--- src/rtl/wdt_pkg.sv ---
package wdt_pkg;
  localparam int MULT_W = 5;
  localparam int RES_W  = 2;
  localparam int PRE_W  = 6;   // holds the largest divide ratio minus one
  localparam int DIV_W  = PRE_W + 1;

  typedef enum logic [RES_W-1:0] {
    RES_SIXTEENTH = 2'b00,
    RES_QUARTER   = 2'b01,
    RES_ONE       = 2'b10,
    RES_FOUR      = 2'b11
  } res_e;

  typedef struct packed {
    logic [MULT_W-1:0] mult;
    res_e              res;
  } wdt_cfg_t;

  // number of 16 Hz ticks in one unit of the selected resolution
  function automatic logic [DIV_W-1:0] ticks_per_unit(input res_e r);
    case (r)
      RES_SIXTEENTH: ticks_per_unit = DIV_W'(1);
      RES_QUARTER:   ticks_per_unit = DIV_W'(4);
      RES_ONE:       ticks_per_unit = DIV_W'(16);
      default:       ticks_per_unit = DIV_W'(64);
    endcase
  endfunction
endpackage

--- src/rtl/wdt_rst_sync.sv ---
module wdt_rst_sync #(
  parameter int STAGES = 2
) (
  input  logic clk,
  input  logic arst_n,
  output logic srst_n
);
  logic [STAGES-1:0] sync_q;

  always_ff @(posedge clk or negedge arst_n) begin
    if (!arst_n) sync_q <= '0;
    else         sync_q <= {sync_q[STAGES-2:0], 1'b1};
  end

  assign srst_n = sync_q[STAGES-1];
endmodule

--- src/rtl/wdt_prescaler.sv ---
module wdt_prescaler
  import wdt_pkg::*;
(
  input  logic clk,
  input  logic rst_n,
  input  logic run,
  input  logic restart,
  input  logic tick_in,
  input  res_e res,
  output logic unit_tick
);
  logic [PRE_W-1:0] pre_q, pre_d;
  logic [DIV_W-1:0] div_c;
  logic [PRE_W-1:0] last_c;

  always_comb begin
    div_c  = ticks_per_unit(res);
    last_c = PRE_W'(div_c - DIV_W'(1));
  end

  always_comb begin
    pre_d     = pre_q;
    unit_tick = 1'b0;
    if (restart) begin
      pre_d = '0;
    end else if (run && tick_in) begin
      if (pre_q == last_c) begin
        pre_d     = '0;
        unit_tick = 1'b1;
      end else begin
        pre_d = pre_q + PRE_W'(1);
      end
    end
  end

  always_ff @(posedge clk or negedge rst_n) begin
    if (!rst_n) pre_q <= '0;
    else        pre_q <= pre_d;
  end

  // partial unit never exceeds the selected divide ratio
  a_r3_pre_in_range: assert property (@(posedge clk) disable iff (!rst_n)
    pre_q <= last_c)
    else $error("a_r3_pre_in_range");

  // restart empties the partial unit
  a_r4_pre_restart: assert property (@(posedge clk) disable iff (!rst_n)
    restart |=> pre_q == '0)
    else $error("a_r4_pre_restart");
endmodule

--- src/rtl/wdt_countdown.sv ---
module wdt_countdown
  import wdt_pkg::*;
(
  input  logic              clk,
  input  logic              rst_n,
  input  logic              load,
  input  logic [MULT_W-1:0] load_val,
  input  logic              step,
  output logic              armed,
  output logic              expire
);
  logic [MULT_W-1:0] remain_q, remain_d;

  always_comb begin
    remain_d = remain_q;
    if (load)
      remain_d = load_val;
    else if (step && remain_q != '0)
      remain_d = remain_q - MULT_W'(1);
  end

  always_ff @(posedge clk or negedge rst_n) begin
    if (!rst_n) remain_q <= '0;
    else        remain_q <= remain_d;
  end

  assign armed  = (remain_q != '0);
  assign expire = step && !load && (remain_q == MULT_W'(1));

  // a write reloads the full multiplier
  a_r4_reload: assert property (@(posedge clk) disable iff (!rst_n)
    load |=> remain_q == $past(load_val))
    else $error("a_r4_reload");

  // an idle counter stays idle until the next write
  a_r11_idle_hold: assert property (@(posedge clk) disable iff (!rst_n)
    (remain_q == '0 && !load) |=> remain_q == '0)
    else $error("a_r11_idle_hold");

  // each unit removes exactly one from the count
  a_r3_one_step: assert property (@(posedge clk) disable iff (!rst_n)
    (step && !load && remain_q != '0) |=> remain_q == $past(remain_q) - MULT_W'(1))
    else $error("a_r3_one_step");
endmodule

--- src/rtl/wdt_status.sv ---
module wdt_status (
  input  logic clk,
  input  logic rst_n,
  input  logic wr_hit,
  input  logic expire,
  input  logic flag_clr,
  input  logic out_en,
  output logic flag,
  output logic out
);
  logic flag_q, flag_d;
  logic out_q, out_d;

  always_comb begin
    flag_d = flag_q;
    out_d  = out_q;
    if (wr_hit) begin
      flag_d = 1'b0;
      out_d  = 1'b0;
    end else if (expire) begin
      flag_d = 1'b1;
      if (out_en) out_d = 1'b1;
    end else if (flag_clr) begin
      flag_d = 1'b0;
    end
  end

  always_ff @(posedge clk or negedge rst_n) begin
    if (!rst_n) begin
      flag_q <= 1'b0;
      out_q  <= 1'b0;
    end else begin
      flag_q <= flag_d;
      out_q  <= out_d;
    end
  end

  assign flag = flag_q;
  assign out  = out_q;

  // a control write drops both indications
  a_r7_write_clears: assert property (@(posedge clk) disable iff (!rst_n)
    wr_hit |=> (!flag_q && !out_q))
    else $error("a_r7_write_clears");

  // the output only rises at an enabled time-out
  a_r6_out_gated: assert property (@(posedge clk) disable iff (!rst_n)
    $rose(out_q) |-> ($past(out_en) && $past(expire)))
    else $error("a_r6_out_gated");

  // the flag holds until a clear or a write
  a_r5_flag_sticky: assert property (@(posedge clk) disable iff (!rst_n)
    (flag_q && !flag_clr && !wr_hit) |=> flag_q)
    else $error("a_r5_flag_sticky");

  // clear leaves the output alone
  a_r9_clr_keeps_out: assert property (@(posedge clk) disable iff (!rst_n)
    (flag_clr && !wr_hit) |=> out_q == $past(out_q) || out_q)
    else $error("a_r9_clr_keeps_out");
endmodule

--- src/rtl/wdt_prog_timer.sv ---
module wdt_prog_timer
  import wdt_pkg::*;
#(
  parameter int                ADDR_W   = 8,
  parameter logic [ADDR_W-1:0] CTL_ADDR = 8'h09
) (
  input  logic              clk,
  input  logic              rst_n,
  input  logic              wr_en,
  input  logic [ADDR_W-1:0] wr_addr,
  input  logic [7:0]        wr_data,
  input  logic              tick_16hz,
  input  logic              out_en,
  input  logic              flag_clr,
  output logic              wd_flag,
  output logic              wd_out
);
  localparam int CFG_W = MULT_W + RES_W;

  logic     srst_n;
  logic     wr_hit;
  wdt_cfg_t cfg_q, cfg_d;
  logic     armed, unit_tick, expire;

  wdt_rst_sync #(.STAGES(2)) u_rst (
    .clk    (clk),
    .arst_n (rst_n),
    .srst_n (srst_n)
  );

  assign wr_hit = wr_en && (wr_addr == CTL_ADDR);

  always_comb begin
    cfg_d = cfg_q;
    if (wr_hit) cfg_d = wdt_cfg_t'(wr_data[CFG_W-1:0]);
  end

  always_ff @(posedge clk or negedge srst_n) begin
    if (!srst_n) cfg_q <= '0;
    else         cfg_q <= cfg_d;
  end

  wdt_prescaler u_pre (
    .clk       (clk),
    .rst_n     (srst_n),
    .run       (armed),
    .restart   (wr_hit),
    .tick_in   (tick_16hz),
    .res       (cfg_q.res),
    .unit_tick (unit_tick)
  );

  wdt_countdown u_cnt (
    .clk      (clk),
    .rst_n    (srst_n),
    .load     (wr_hit),
    .load_val (cfg_d.mult),
    .step     (unit_tick),
    .armed    (armed),
    .expire   (expire)
  );

  wdt_status u_sts (
    .clk      (clk),
    .rst_n    (srst_n),
    .wr_hit   (wr_hit),
    .expire   (expire),
    .flag_clr (flag_clr),
    .out_en   (out_en),
    .flag     (wd_flag),
    .out      (wd_out)
  );

  // a tick in the write cycle never produces a unit
  a_r10_write_masks_tick: assert property (@(posedge clk) disable iff (!srst_n)
    wr_hit |-> !unit_tick)
    else $error("a_r10_write_masks_tick");

  // no time-out while the count is idle
  a_r8_idle_no_expire: assert property (@(posedge clk) disable iff (!srst_n)
    !armed |-> !expire)
    else $error("a_r8_idle_no_expire");
endmodule

--- config.mk ---
export PLATFORM = sky130hd
export DESIGN_NAME = wdt_prog_timer
export DESIGN_NICKNAME = d
export VERILOG_FILES = /design/src/rtl/wdt_pkg.sv /design/src/rtl/wdt_rst_sync.sv /design/src/rtl/wdt_prescaler.sv /design/src/rtl/wdt_countdown.sv /design/src/rtl/wdt_status.sv /design/src/rtl/wdt_prog_timer.sv
export SDC_FILE = /design/constraint.sdc
export NUM_CORES = 1
export LEC_CHECK = 0
export ABC_AREA = 1
export ABC_CLOCK_PERIOD_IN_PS = 800
export BUFFER_PORTS_ARGS = -buffer_cell sky130_fd_sc_hd__buf_2
export CORE_ASPECT_RATIO = 1.25
export CORE_MARGIN = 2
export CORE_UTILIZATION = 48
export DETAILED_ROUTE_END_ITERATION = 10
export PLACE_DENSITY = 0.74
export SYNTH_ARGS = -nofsm -noshare
export SYNTH_HDL_FRONTEND = slang
export SYNTH_SLANG_ARGS = --single-unit
--- constraint.sdc ---
create_clock -name clk -period 0.8 [get_ports clk]
set_input_delay 0 -clock clk [delete_from_list [all_inputs] [get_ports clk]]
set_output_delay 0 -clock clk [all_outputs]
set_load 0.005 [all_outputs]
==> results.md, run 1 <==
- Status: finished with violations
- Violated checks: setup timing
- Drt wl/cell: 12.18 um
- Tcrit/Tclk final: 1.758
- Worst EP arrival: 1.67 ns
- FILL cells: 183
- Min-Delay Endpoint: u_cnt.remain_q[1]
- Vias in the first global route: 1286
- Vias: 1284
- Post-synthesis mux area share: 0
- Ys async rst share: 1.000
- Synth warn: 0
- Most frequent cell after synthesis: nand2_1
- Compound-Gate Fraction of Synth Area: 0.04278
- Die width: 48.16 um
- Synth Area in Simple Gates: 0.4535
- Synth area leaders: dfrtp_1 (36%), nand2_1 (20%), nand3_1 (6.8%)
- Top FF cell, synth: dfrtp_1
- Mapped Avg Cell Area: 6.964 sq um
- Worst Clk Skew: 0.005936 ns
- Synth Register Bits: 17
- Top-level I/O count: 24
- Num CTS Buffers: 3
- WS Path Type: reg -> reg
- Mapped Nets: 194
- CP cell instances: inv_2 -> ha_4 -> inv_2 -> nor2_2 -> nand2_1 -> nand2_2 -> clkinv_4 -> nand3_4 -> nand3_2 -> nand2_1
- Post-synth EDFFs: 0
- Maximum capacitance violations: 0
- H-tree depth: 1
- Required time worst endpoint: 1.06 ns
- Adder-Cell Fraction of Synth Area: 0.04278
- Netlist cell types: 20
- Final hold slack: 0.03242 ns
- Hold Startpoint: wr_data[3]
- Initial antenna violation count: 0
- Clock Pin Slew Worst Setup and Hold Paths: 0.11 ns
- Top cells by count, synth: nand2_1 (61), inv_1 (18), dfrtp_1 (17), nand3_1 (16), nor2_1 (12)
- R2R cell count: 10
- Fmax: 710.9 MHz
- Largest family of logic cells by synthesized area: simple AND/OR/NAND/NOR gates
- Post-route DRC: 0
- Post-route ant nets: 0
- TritonCTS clock tree: done
- Row cnt: 20
- Die Ht: 59.20 um
- Slowest stage delay, CP: 0.42 ns
- Remaining global-route overflow: 0
- Reg2reg setup slack: -0.61 ns
- Clock sinks: 17
- Seq/Total Area, Yosys: 0.3636
- Post-synthesis xor/xnor area fraction: 0.007487
- Yosys top cell by area: dfrtp_1
- GRT Resource Usage Total: 0.2553
- Synth-to-Final Area Change: 44.81%
- Slowest cell on the critical path: dfrtp_1
- Hold depth: 5
- Detailed placer's ending HPWL: 2217 um
- Mapped Cells: 168
- CP Launch Type: register
- Final #Nets: 252
- Worst r2r dst: u_cnt.remain_q[3]
- Mapped Area: 1170 sq um
- Initial DRC count: 12
- Area of the die: 2851 sq um
- Starting Density: 0.4921
- Vias per Instance: 4.977
- CTS Root Cell: clkbuf_4
- Ratio of cells with drive above 1 in the final layout: 0.3822
- Input/output buffers: 22
- Final worst setup slack: -0.6067 ns
- Power consumption: 1.634 mW
- Max Slew Vio Count: 0
- Crit-path max FO: 8
- First-pass GRT wire length: 5244 um
- Number of setup violations in the final report: 16
- Tmin final: 1.407 ns
- Diode count: 0
- Drt total wl: 3143 um
- Largest net degree at the start of global routing: 16
- PD cells: 964.3 nW/um^2
- Clock Latency Late Sink: 0.32 ns
- Clock buffer depth: 2
- Worst r2r src: u_cnt.remain_q[1]
- CP Capture Type: register
- Max rail drop VDD: 0.7736 mV
- Hold/Removal Path Class: in -> reg
- Leakage power: 0.9672 nW
- First-pass DRT Iterations: 4
- Core area: 2377 sq um
- Routability Congestion: 0.8246
- Top cell type's share of synthesized area: 0.3636
- Hold Fails Final Rpt: 0
- RSZ-0062 raised after global routing: yes
==> cells in the final DEF, fill, tap and decap left out, types with 4 or more instances in the layout <==
| cell type | instances |
|---|---|
| inv_2 | 4 |
| buf_2 | 22 |
| dlygate4sd3_1 | 6 |
| nand2_1 | 57 |
| o21ai_0 | 4 |
| nand2_2 | 6 |
| nand4_1 | 10 |
| nor2_1 | 9 |
| nand3_2 | 7 |
| nand3_1 | 10 |
| inv_1 | 14 |
| dfrtp_1 | 17 |
| buf_4 | 29 |
==> metrics by stage <==
stage	utilization	cells	setup WS (ns)	setup TNS [ns]	area [sq um]
2_1_floorplan	-	168	-0.4274	-5.350	1172
3_5_place_dp	0.6216	243	-0.5707	-7.316	1478
3_3_place_gp	0.6216	243	-0.4982	-6.219	1478
5_1_grt	0.7126	258	-0.6834	-8.518	1694
6_report	0.7126	258	-0.6067	-7.423	1694
4_1_cts	0.6868	256	-0.5552	-6.962	1633
==> worst max-delay path, delay by kind of cell, from the launching register on <==
kind	cells	cell delay (ns)
AND/OR/NAND/NOR	6	0.56
flip-flops	1	0.42
buffers and inverters	3	0.24
adder cells (fa/ha/maj)	1	0.13
==> worst max-delay path by stage <==
stage                     depth (start not counted)               from  slack (ns)                end
after CTS                                        11  u_cnt.remain_q[1]       -0.56          u_sts.out
after floorplan                                  10  u_cnt.remain_q[0]       -0.43  u_cnt.remain_q[2]
after detailed placement                         10  u_cnt.remain_q[0]       -0.57     u_pre.pre_q[1]
after global placement                           10  u_cnt.remain_q[0]       -0.50     u_pre.pre_q[4]
after global routing                              8  u_cnt.remain_q[2]       -0.68         u_sts.flag
final                                            10  u_cnt.remain_q[1]       -0.61  u_cnt.remain_q[3]
==> cell families after synthesis <==
group           count (synthesis)
compound gates                  9
xor+xnor                        1
fa+ha+maj                       4
buf+inv                        24
flops                          17
other cells                     1
simple gates                  112
==> final cells by class <==
class,count,area [sq um],share of cell area
Clock inverter,1,5.005,0.002954
Sequential cell,17,425.4,0.2511
Tap cell,33,41.29,0.02437
Inverter,20,82.58,0.04874
Timing Repair Buffer,57,387.9,0.2290
Multi-Input combinational cell,127,729.5,0.4306
Clock buffer,3,22.52,0.01329
==> flip-flops by register name, summed over array words and instances (netlist names) <==
name	cells
u_rst.sync_q	2
cfg_q	2
u_sts.out	1
u_pre.pre_q	6
u_cnt.remain_q	5
u_sts.flag	1
==> routing by layer <==
metal | track usage | wire (um) | up-vias
met5 | 0 | 0 | -
met4 | 0.1583 | 125 | 0
met3 | 0.01829 | 75 | 11
met2 | 0.4229 | 1665 | 36
met1 | 0.3034 | 1276 | 587
li1 | - | - | 650
==> power breakdown <==
part	total [mW]	switching, mW	internal (mW)
logic	0.229	0.113	0.116
clock network	0.513	0.325	0.188
registers	0.892	0.0159	0.876
total	1.63	0.454	1.18
==> repair_timing <==
| action | 4_1_cts | 5_1_grt |
|---|---|---|
| endpoints found under the hold margin | 6 | 0 |
| buffers inserted | 3 | 2 |
| endpoints found under the setup margin | 16 | 16 |
| pin swaps | 12 | 15 |
| gates resized for setup | 15 | 12 |
| hold buffers | 6 | 0 |
No activity file was read; power rests on OpenSTA's default activity.
==> run 2: changes to the inputs <==
Settings changed: CORE_UTILIZATION 48 to 30, PLACE_DENSITY 0.74 to not set.
==> run 2 against run 1 <==
  * The flow still finishes with violations (setup timing)
  * Largest power group unchanged
  * Register-to-register slack improved by 0.06 ns
  * Final area increased by 1.5%
  * Clock power increased by 28%
  * Global-route usage decreased by 11 points
  * Largest cell class unchanged
==> results.md, run 2 (same netlist as run 1, synthesis figures left out) <==
- Initial antenna violation count: 0 (unchanged)
- Final instance area: 1719 sq um (was 1694 sq um)
- Post-layout util: 0.4580 (was 0.7126)
- Vias per Instance: 4.708 (was 4.977)
- CP Launch Type: register (unchanged)
- First-pass DRT Iterations: 4 (unchanged)
- Met3 routed wirelength: 68 um (was 75 um)
- Max Slew Vio Count: 0 (unchanged)
- Violated checks: setup timing (unchanged)
- Leakage power: 0.9624 nW (was 0.9672 nW)
- Die width: 59.86 um (was 48.16 um)
- GRT Resource Usage Total: 0.1419 (was 0.2553)
- TritonCTS clock tree: done (unchanged)
- First-pass GRT wire length: 4733 um (was 5244 um)
- Post-CTS setup buffers: 0 (was 3)
- Max rail drop VDD: 0.5780 mV (was 0.7736 mV)
- Comb power frac: 0.129 (was 0.140)
- Remaining global-route overflow: 0 (unchanged)
- Place WS: -0.5061 ns (was -0.5707 ns)
- Worst EP arrival: 1.55 ns (was 1.67 ns)
- Top-level I/O count: 24 (unchanged)
- Clock sinks: 17 (unchanged)
- CP Capture Type: register (unchanged)
- Vias in the first global route: 1197 (was 1286)
- FILL cells: 387 (was 183)
- Clock Latency Late Sink: 0.26 ns (was 0.32 ns)
- Detailed placer's ending HPWL: 2226 um (was 2217 um)
- M1 wire length: 1203 um (was 1276 um)
- Pint: 1.341 mW (was 1.180 mW)
- Highest metal used: met4 (unchanged)
- Final worst setup slack: -0.5455 ns (was -0.6067 ns)
- Vias: 1257 (was 1284)
- Input/output buffers: 22 (unchanged)
- Sequential share of power: 0.502 (was 0.546)
- Placement-stage cell area: 1546 sq um (was 1478 sq um)
- Reported net switching power: 0.4366 mW (was 0.4541 mW)
- Met2 WL: 1506 um (was 1665 um)
- Most frequent cells in the layout: nand2_1 (56), buf_4 (32), buf_2 (22), dfrtp_1 (17) (was nand2_1 (57), buf_4 (29), buf_2 (22), dfrtp_1 (17), inv_1 (14))
- Clock Pin Slew Worst Setup and Hold Paths: 0.07 ns (was 0.11 ns)
- Maximum capacitance violations: 0 (unchanged)
- Diode count: 0 (unchanged)
- Initial DRC count: 24 (was 12)
- Worst Clk Skew: 0.005279 ns (was 0.005936 ns)
- Largest net degree at the start of global routing: 16 (unchanged)
- Largest reg by FF count: u_pre.pre_q (unchanged)
- Post-route setup TNS: -6.621 ns (was -7.423 ns)
- Non-filler cells, final: 267 (was 258)
- Post-route ant nets: 0 (unchanged)
- Tcrit/Tclk final: 1.682 (was 1.758)
- Post-route DRC: 0 (unchanged)
- Die Ht: 73.82 um (was 59.20 um)
- Hold/Removal Path Class: in -> async (was in -> reg)
- Drt total wl: 2847 um (was 3143 um)
- Core area: 3754 sq um (was 2377 sq um)
- Most common cell after layout, fill and taps aside: nand2_1 (unchanged)
- R2R cell count: 10 (unchanged)
- PD cells: 1034 nW/um^2 (was 964.3 nW/um^2)
- Max reg flops: 6 (unchanged)
- Worst Setup SP: u_cnt.remain_q[0] (was u_cnt.remain_q[1])
- Status: finished with violations (unchanged)
- DP Cell Count: 258 (was 243)
- Switch share: 0.2455 (was 0.2779)
- H-tree depth: 1 (unchanged)
- CTS Root Cell: clkbuf_8 (was clkbuf_4)
- RSZ-0062 raised after global routing: yes (unchanged)
- WS Path Type: reg -> reg (unchanged)
- Area of the die: 4418 sq um (was 2851 sq um)
- Crit-path max FO: 8 (unchanged)
- Worst r2r dst: u_cnt.remain_q[4] (was u_cnt.remain_q[3])
- Drt wl/cell: 10.66 um (was 12.18 um)
- Final #Nets: 254 (was 252)
- Clock buffer depth: 2 (unchanged)
- Hold Fails Final Rpt: 0 (unchanged)
- Reg2reg setup slack: -0.55 ns (was -0.61 ns)
- Num CTS Buffers: 3 (unchanged)
- Fmax: 743.2 MHz (was 710.9 MHz)
- Required time worst endpoint: 1.00 ns (was 1.06 ns)
- Worst r2r src: u_cnt.remain_q[0] (was u_cnt.remain_q[1])
- Row cnt: 25 (was 20)
- Starting Density: 0.3117 (was 0.4921)
- Clock network power share: 0.369 (was 0.314)
- Synth-to-Final Area Change: 46.95% (was 44.81%)
- Largest registers: u_pre.pre_q (6), u_cnt.remain_q (5) (unchanged)
- Routability Congestion: 0.7892 (was 0.8246)
- Number of setup violations in the final report: 13 (was 16)
- Ratio of cells with drive above 1 in the final layout: 0.3877 (was 0.3822)
- Tmin final: 1.345 ns (was 1.407 ns)
-- run 2: changes by cell type in the layout (fill, tap and decap cells not counted), sizes merged --
cell / previous run / this run
buf: 51 / 54
inv: 19 / 20
dlygate4sd3: 6 / 5
clkinv: 2 / 1
-- run 2: worst max-delay path by stage --
stage / to / slack (ns)
2_1_floorplan: u_cnt.remain_q[2] / -0.43
5_1_grt: u_sts.out / -0.64
6_report: u_cnt.remain_q[4] / -0.55
3_5_place_dp: u_cnt.remain_q[2] / -0.51
3_3_place_gp: u_cnt.remain_q[2] / -0.50
4_1_cts: u_pre.pre_q[1] / -0.51
-- run 2: layout make-up --
| class | count | area [sq um] | share of cell area |
|---|---|---|---|
| timing repair buffer | 59 | 400.4 | 0.2329 |
| multi-input combinational | 127 | 716.9 | 0.4170 |
| sequential | 17 | 425.4 | 0.2475 |
| inverter | 20 | 80.08 | 0.04658 |
| tap | 40 | 50.05 | 0.02911 |
| clock buffer | 3 | 41.29 | 0.02402 |
| clock inverter | 1 | 5.005 | 0.002911 |
-- run 2: stage by stage --
stage | hold WS, ns | total power, mW
CTS | 0.05189 | 1.797
detailed placement | -0.2119 | 1.111
global route | 0.07527 | 1.872
floorplan | -0.2956 | 0.9947
finish | 0.06968 | 1.778
global placement | -0.2140 | 1.110
-- run 2: worst max-delay path, cell delays in order (launching register included) --
cell and delay [ns]:
dfrtp_1 0.39, inv_2 0.09, ha_4 0.13, inv_2 0.03
nor2_1 0.09, nand2_1 0.08, nand2_2 0.12, inv_4 0.07
nand3_4 0.11, nand3_1 0.09, nand2_1 0.07
-- run 2: timing repair --
action,CTS,global route
resized for setup,8,16
hold buffers,5,0
setup endpoints to repair,14,14
hold endpoints to repair,6,0
pin swaps,0,4
-- run 2: power groups by stage --
stage               logic [mW]  clock network, mW  registers (mW)
floorplan               0.0829                  0           0.912
global placement         0.203                  0           0.907
detailed placement       0.203                  0           0.908
CTS                      0.229              0.676           0.892
global route             0.257              0.721           0.894
finish                   0.229              0.657           0.892
-- run 2: per-layer routing --
layer | global-route usage | vias to the layer above
li1 | - | 654
met1 | 0.1620 | 572
met2 | 0.2500 | 24
met3 | 0.02113 | 7
met4 | 0.07160 | 0
met5 | 0 | -
==> run 3: changes to the inputs <==
Settings changed: SYNTH_HIERARCHICAL set to 1.
==> run 3 against run 2 <==
  * Hold slack worse by 0.054 ns
  * Non-clock buffer count up 2
  * The flow still finishes with violations (setup timing)
  * Largest power group is now combinational cells
  * Die area up 11%
  * Largest cell class unchanged
==> results.md, run 3 <==
- Worst EP arrival: 1.76 ns (was 1.55 ns)
- Max Slew Vio Count: 0 (unchanged)
- Die Ht: 77.88 um (was 73.82 um)
- H-tree depth: 1 (unchanged)
- Diode count: 0 (unchanged)
- Met2 WL: 1476 um (was 1506 um)
- M1 wire length: 1267 um (was 1203 um)
- Required time worst endpoint: 1.01 ns (was 1.00 ns)
- Netlist cell types: 25 (was 20)
- First-pass GRT wire length: 5140 um (was 4733 um)
- Die width: 63.11 um (was 59.86 um)
- Hold depth: 3
- Status: finished with violations (unchanged)
- Most frequent cell after synthesis: nand2_1 (unchanged)
- Violated checks: setup timing (unchanged)
- Top FF cell, synth: dfrtp_1 (unchanged)
- Ys async rst share: 1.000 (unchanged)
- Largest registers: cfg_q (7), u_pre/pre_q (6), u_cnt/remain_q (5) (was u_pre.pre_q (6), u_cnt.remain_q (5))
- Met3 routed wirelength: 91 um (was 68 um)
- Synth-to-Final Area Change: 49.28% (was 46.95%)
- Tcrit/Tclk final: 1.940 (was 1.682)
- Clock buffer depth: 2 (unchanged)
- Mapped Cells: 166 (was 168)
- Mapped Nets: 191 (was 194)
- WS Path Type: reg -> reg (unchanged)
- Final instance area: 1956 sq um (was 1719 sq um)
- Row cnt: 26 (was 25)
- Hold Fails Final Rpt: 0 (unchanged)
- Synth area leaders: dfrtp_1 (42%), nand2_1 (16%), nand4_1 (5.3%) (was dfrtp_1 (36%), nand2_1 (20%), nand3_1 (6.8%))
- Starting Density: 0.3171 (was 0.3117)
- Post-synth EDFFs: 0 (unchanged)
- Fmax: 644.3 MHz (was 743.2 MHz)
- RSZ-0062 raised after global routing: yes (unchanged)
- Max reg flops: 7 (was 6)
- Number of setup violations in the final report: 13 (unchanged)
- R2R cell count: 13 (was 10)
- CP Capture Type: register (unchanged)
- Largest reg by FF count: cfg_q (was u_pre.pre_q)
- Post-route setup TNS: -8.796 ns (was -6.621 ns)
- Post-route ant nets: 0 (unchanged)
- Post-route DRC: 0 (unchanged)
- Highest metal used: met4 (unchanged)
- Crit-path max FO: 2 (was 8)
- Synth Register Bits: 22 (was 17)
- CP Launch Type: register (unchanged)
- Top cells by count, synth: nand2_1 (57), dfrtp_1 (22), inv_1 (18), nand3_1 (11), nand4_1 (11) (was nand2_1 (61), inv_1 (18), dfrtp_1 (17), nand3_1 (16), nor2_1 (12))
- Final #Nets: 256 (was 254)
- FILL cells: 437 (was 387)
- Top cell type's share of synthesized area: 0.4202 (was 0.3636)
- Input/output buffers: 22 (unchanged)
- Max rail drop VDD: 1.391 mV (was 0.5780 mV)
- Drt total wl: 2886 um (was 2847 um)
- Maximum capacitance violations: 0 (unchanged)
- Top-level I/O count: 24 (unchanged)
- Placement-stage cell area: 1770 sq um (was 1546 sq um)
- Final worst setup slack: -0.7520 ns (was -0.5455 ns)
- Clock sinks: 22 (was 17)
- Leakage power: 1.071 nW (was 0.9624 nW)
- Vias in the first global route: 1293 (was 1197)
- Largest net degree at the start of global routing: 21 (was 16)
- PD cells: 2485 nW/um^2 (was 1034 nW/um^2)
- Post-layout util: 0.4733 (was 0.4580)
- Mapped Avg Cell Area: 7.892 sq um (was 6.964 sq um)
- Place WS: -0.8065 ns (was -0.5061 ns)
- Num CTS Buffers: 3 (unchanged)
- Hold/Removal Path Class: in -> reg (was in -> async)
- GRT Resource Usage Total: 0.1309 (was 0.1419)
- Hold Startpoint: wr_data[3]
- Remaining global-route overflow: 0 (unchanged)
- First-pass DRT Iterations: 4 (unchanged)
- Seq/Total Area, Yosys: 0.4202 (was 0.3636)
- Synth warn: 6 (was 0)
- Worst Clk Skew: 0.008091 ns (was 0.005279 ns)
- Ratio of cells with drive above 1 in the final layout: 0.4304 (was 0.3877)
- Detailed placer's ending HPWL: 2252 um (was 2226 um)
- Clock Latency Late Sink: 0.27 ns (was 0.26 ns)
- Routability Congestion: 0.8220 (was 0.7892)
- Worst r2r src: u_cnt/remain_q[1] (was u_cnt.remain_q[0])
- Drt wl/cell: 10.09 um (was 10.66 um)
- Tmin final: 1.552 ns (was 1.345 ns)
- Mapped Area: 1310 sq um (was 1170 sq um)
- TritonCTS clock tree: done (unchanged)
- Initial antenna violation count: 0 (unchanged)
- Most frequent cells in the layout: nand2_1 (52), buf_4 (32), dfrtp_1 (22), buf_2 (22), inv_1 (13) (was nand2_1 (56), buf_4 (32), buf_2 (22), dfrtp_1 (17))
- Initial DRC count: 12 (was 24)
- Vias: 1245 (was 1257)
- Clock Pin Slew Worst Setup and Hold Paths: 0.09 ns (was 0.07 ns)
- Yosys top cell by area: dfrtp_1 (unchanged)
- Vias per Instance: 4.353 (was 4.708)
- CTS Root Cell: clkbuf_8 (unchanged)
- Most common cell after layout, fill and taps aside: nand2_1 (unchanged)
- Worst r2r dst: u_sts/flag (was u_cnt.remain_q[4])
- Reg2reg setup slack: -0.75 ns (was -0.55 ns)
- Core area: 4131 sq um (was 3754 sq um)
- Min-Delay Endpoint: cfg_q[3]
- Area of the die: 4915 sq um (was 4418 sq um)
==> run 3: what timing repair did <==
action / CTS / global route
endpoints found under the setup margin: 13 / 15
hold buffers: 5 / 0
cloned: 0 / 0
resized for setup: 3 / 7
hold endpoints to repair: 6 / 0
pin swaps: 5 / 6
buffers inserted: 2 / 2
==> run 3: worst max-delay path: stages (launching register included) <==
cell     delay (ns)
dfrtp_1        0.37
inv_2          0.06
ha_4           0.16
inv_4          0.06
nor2_4         0.03
nand2_2        0.08
nand2_4        0.05
inv_2          0.06
nand4_4        0.08
nor2_4         0.10
nand4_1        0.09
nor3_2         0.15
inv_1          0.08
a21oi_2        0.13
==> run 3: cells by family (layout without fill, tap and decap cells) <==
group | after synthesis | after routing | synth area share
fa+ha+maj | 3 | 3 | 0.02866
flops | 22 | 22 | 0.4202
compound gates | 5 | 5 | 0.02674
other cells | 1 | 1 | 0.002863
xor+xnor | 3 | 3 | 0.02006
buf+inv | 23 | 87 | 0.07163
simple gates | 109 | 109 | 0.4298
==> run 3: how the worst max path moves through the flow <==
stage	from	to	slack [ns]	depth (start not counted)
after detailed placement	u_cnt/remain_q[1]	u_sts/flag	-0.81	13
after floorplan	u_cnt/remain_q[0]	u_sts/flag	-0.85	13
after global placement	u_cnt/remain_q[1]	u_cnt/remain_q[2]	-0.74	14
after CTS	u_cnt/remain_q[0]	u_sts/flag	-0.76	13
after global routing	u_cnt/remain_q[1]	u_sts/out	-0.95	13
final	u_cnt/remain_q[1]	u_sts/flag	-0.75	13
==> run 3: report_power, final <==
group,internal (mW),switching [mW],leakage (nW)
logic,1.15,1.17,0.743
registers,1.32,0.144,0.292
clock network,0.669,0.401,0.0357
total,3.14,1.72,1.07
==> run 3: area by class of cell <==
class	instances	area [sq um]	area share
Multi-Input combinational cell	121	747.0	0.3820
Sequential cell	22	550.5	0.2815
Inverter	22	85.08	0.04351
Clock inverter	1	30.03	0.01536
Timing Repair Buffer	61	431.7	0.2207
Tap cell	56	70.07	0.03583
Clock buffer	3	41.29	0.02111
==> run 3: metal layers <==
layer  global-route usage  vias to the layer above
li1                     -                      654
met1               0.1479                      563
met2               0.2372                       22
met3              0.02464                        6
met4              0.05556                        0
met5                    0                        -
==> run 3: per-stage QoR <==
step / total power, mW / cells / hold WS [ns]
CTS: 4.805 / 285 / 0.01410
global route: 5.234 / 286 / 0.02337
finish: 4.860 / 286 / 0.01592
global placement: 3.539 / 274 / -0.2142
detailed placement: 3.576 / 274 / -0.2116
floorplan: 2.743 / 166 / -0.2956
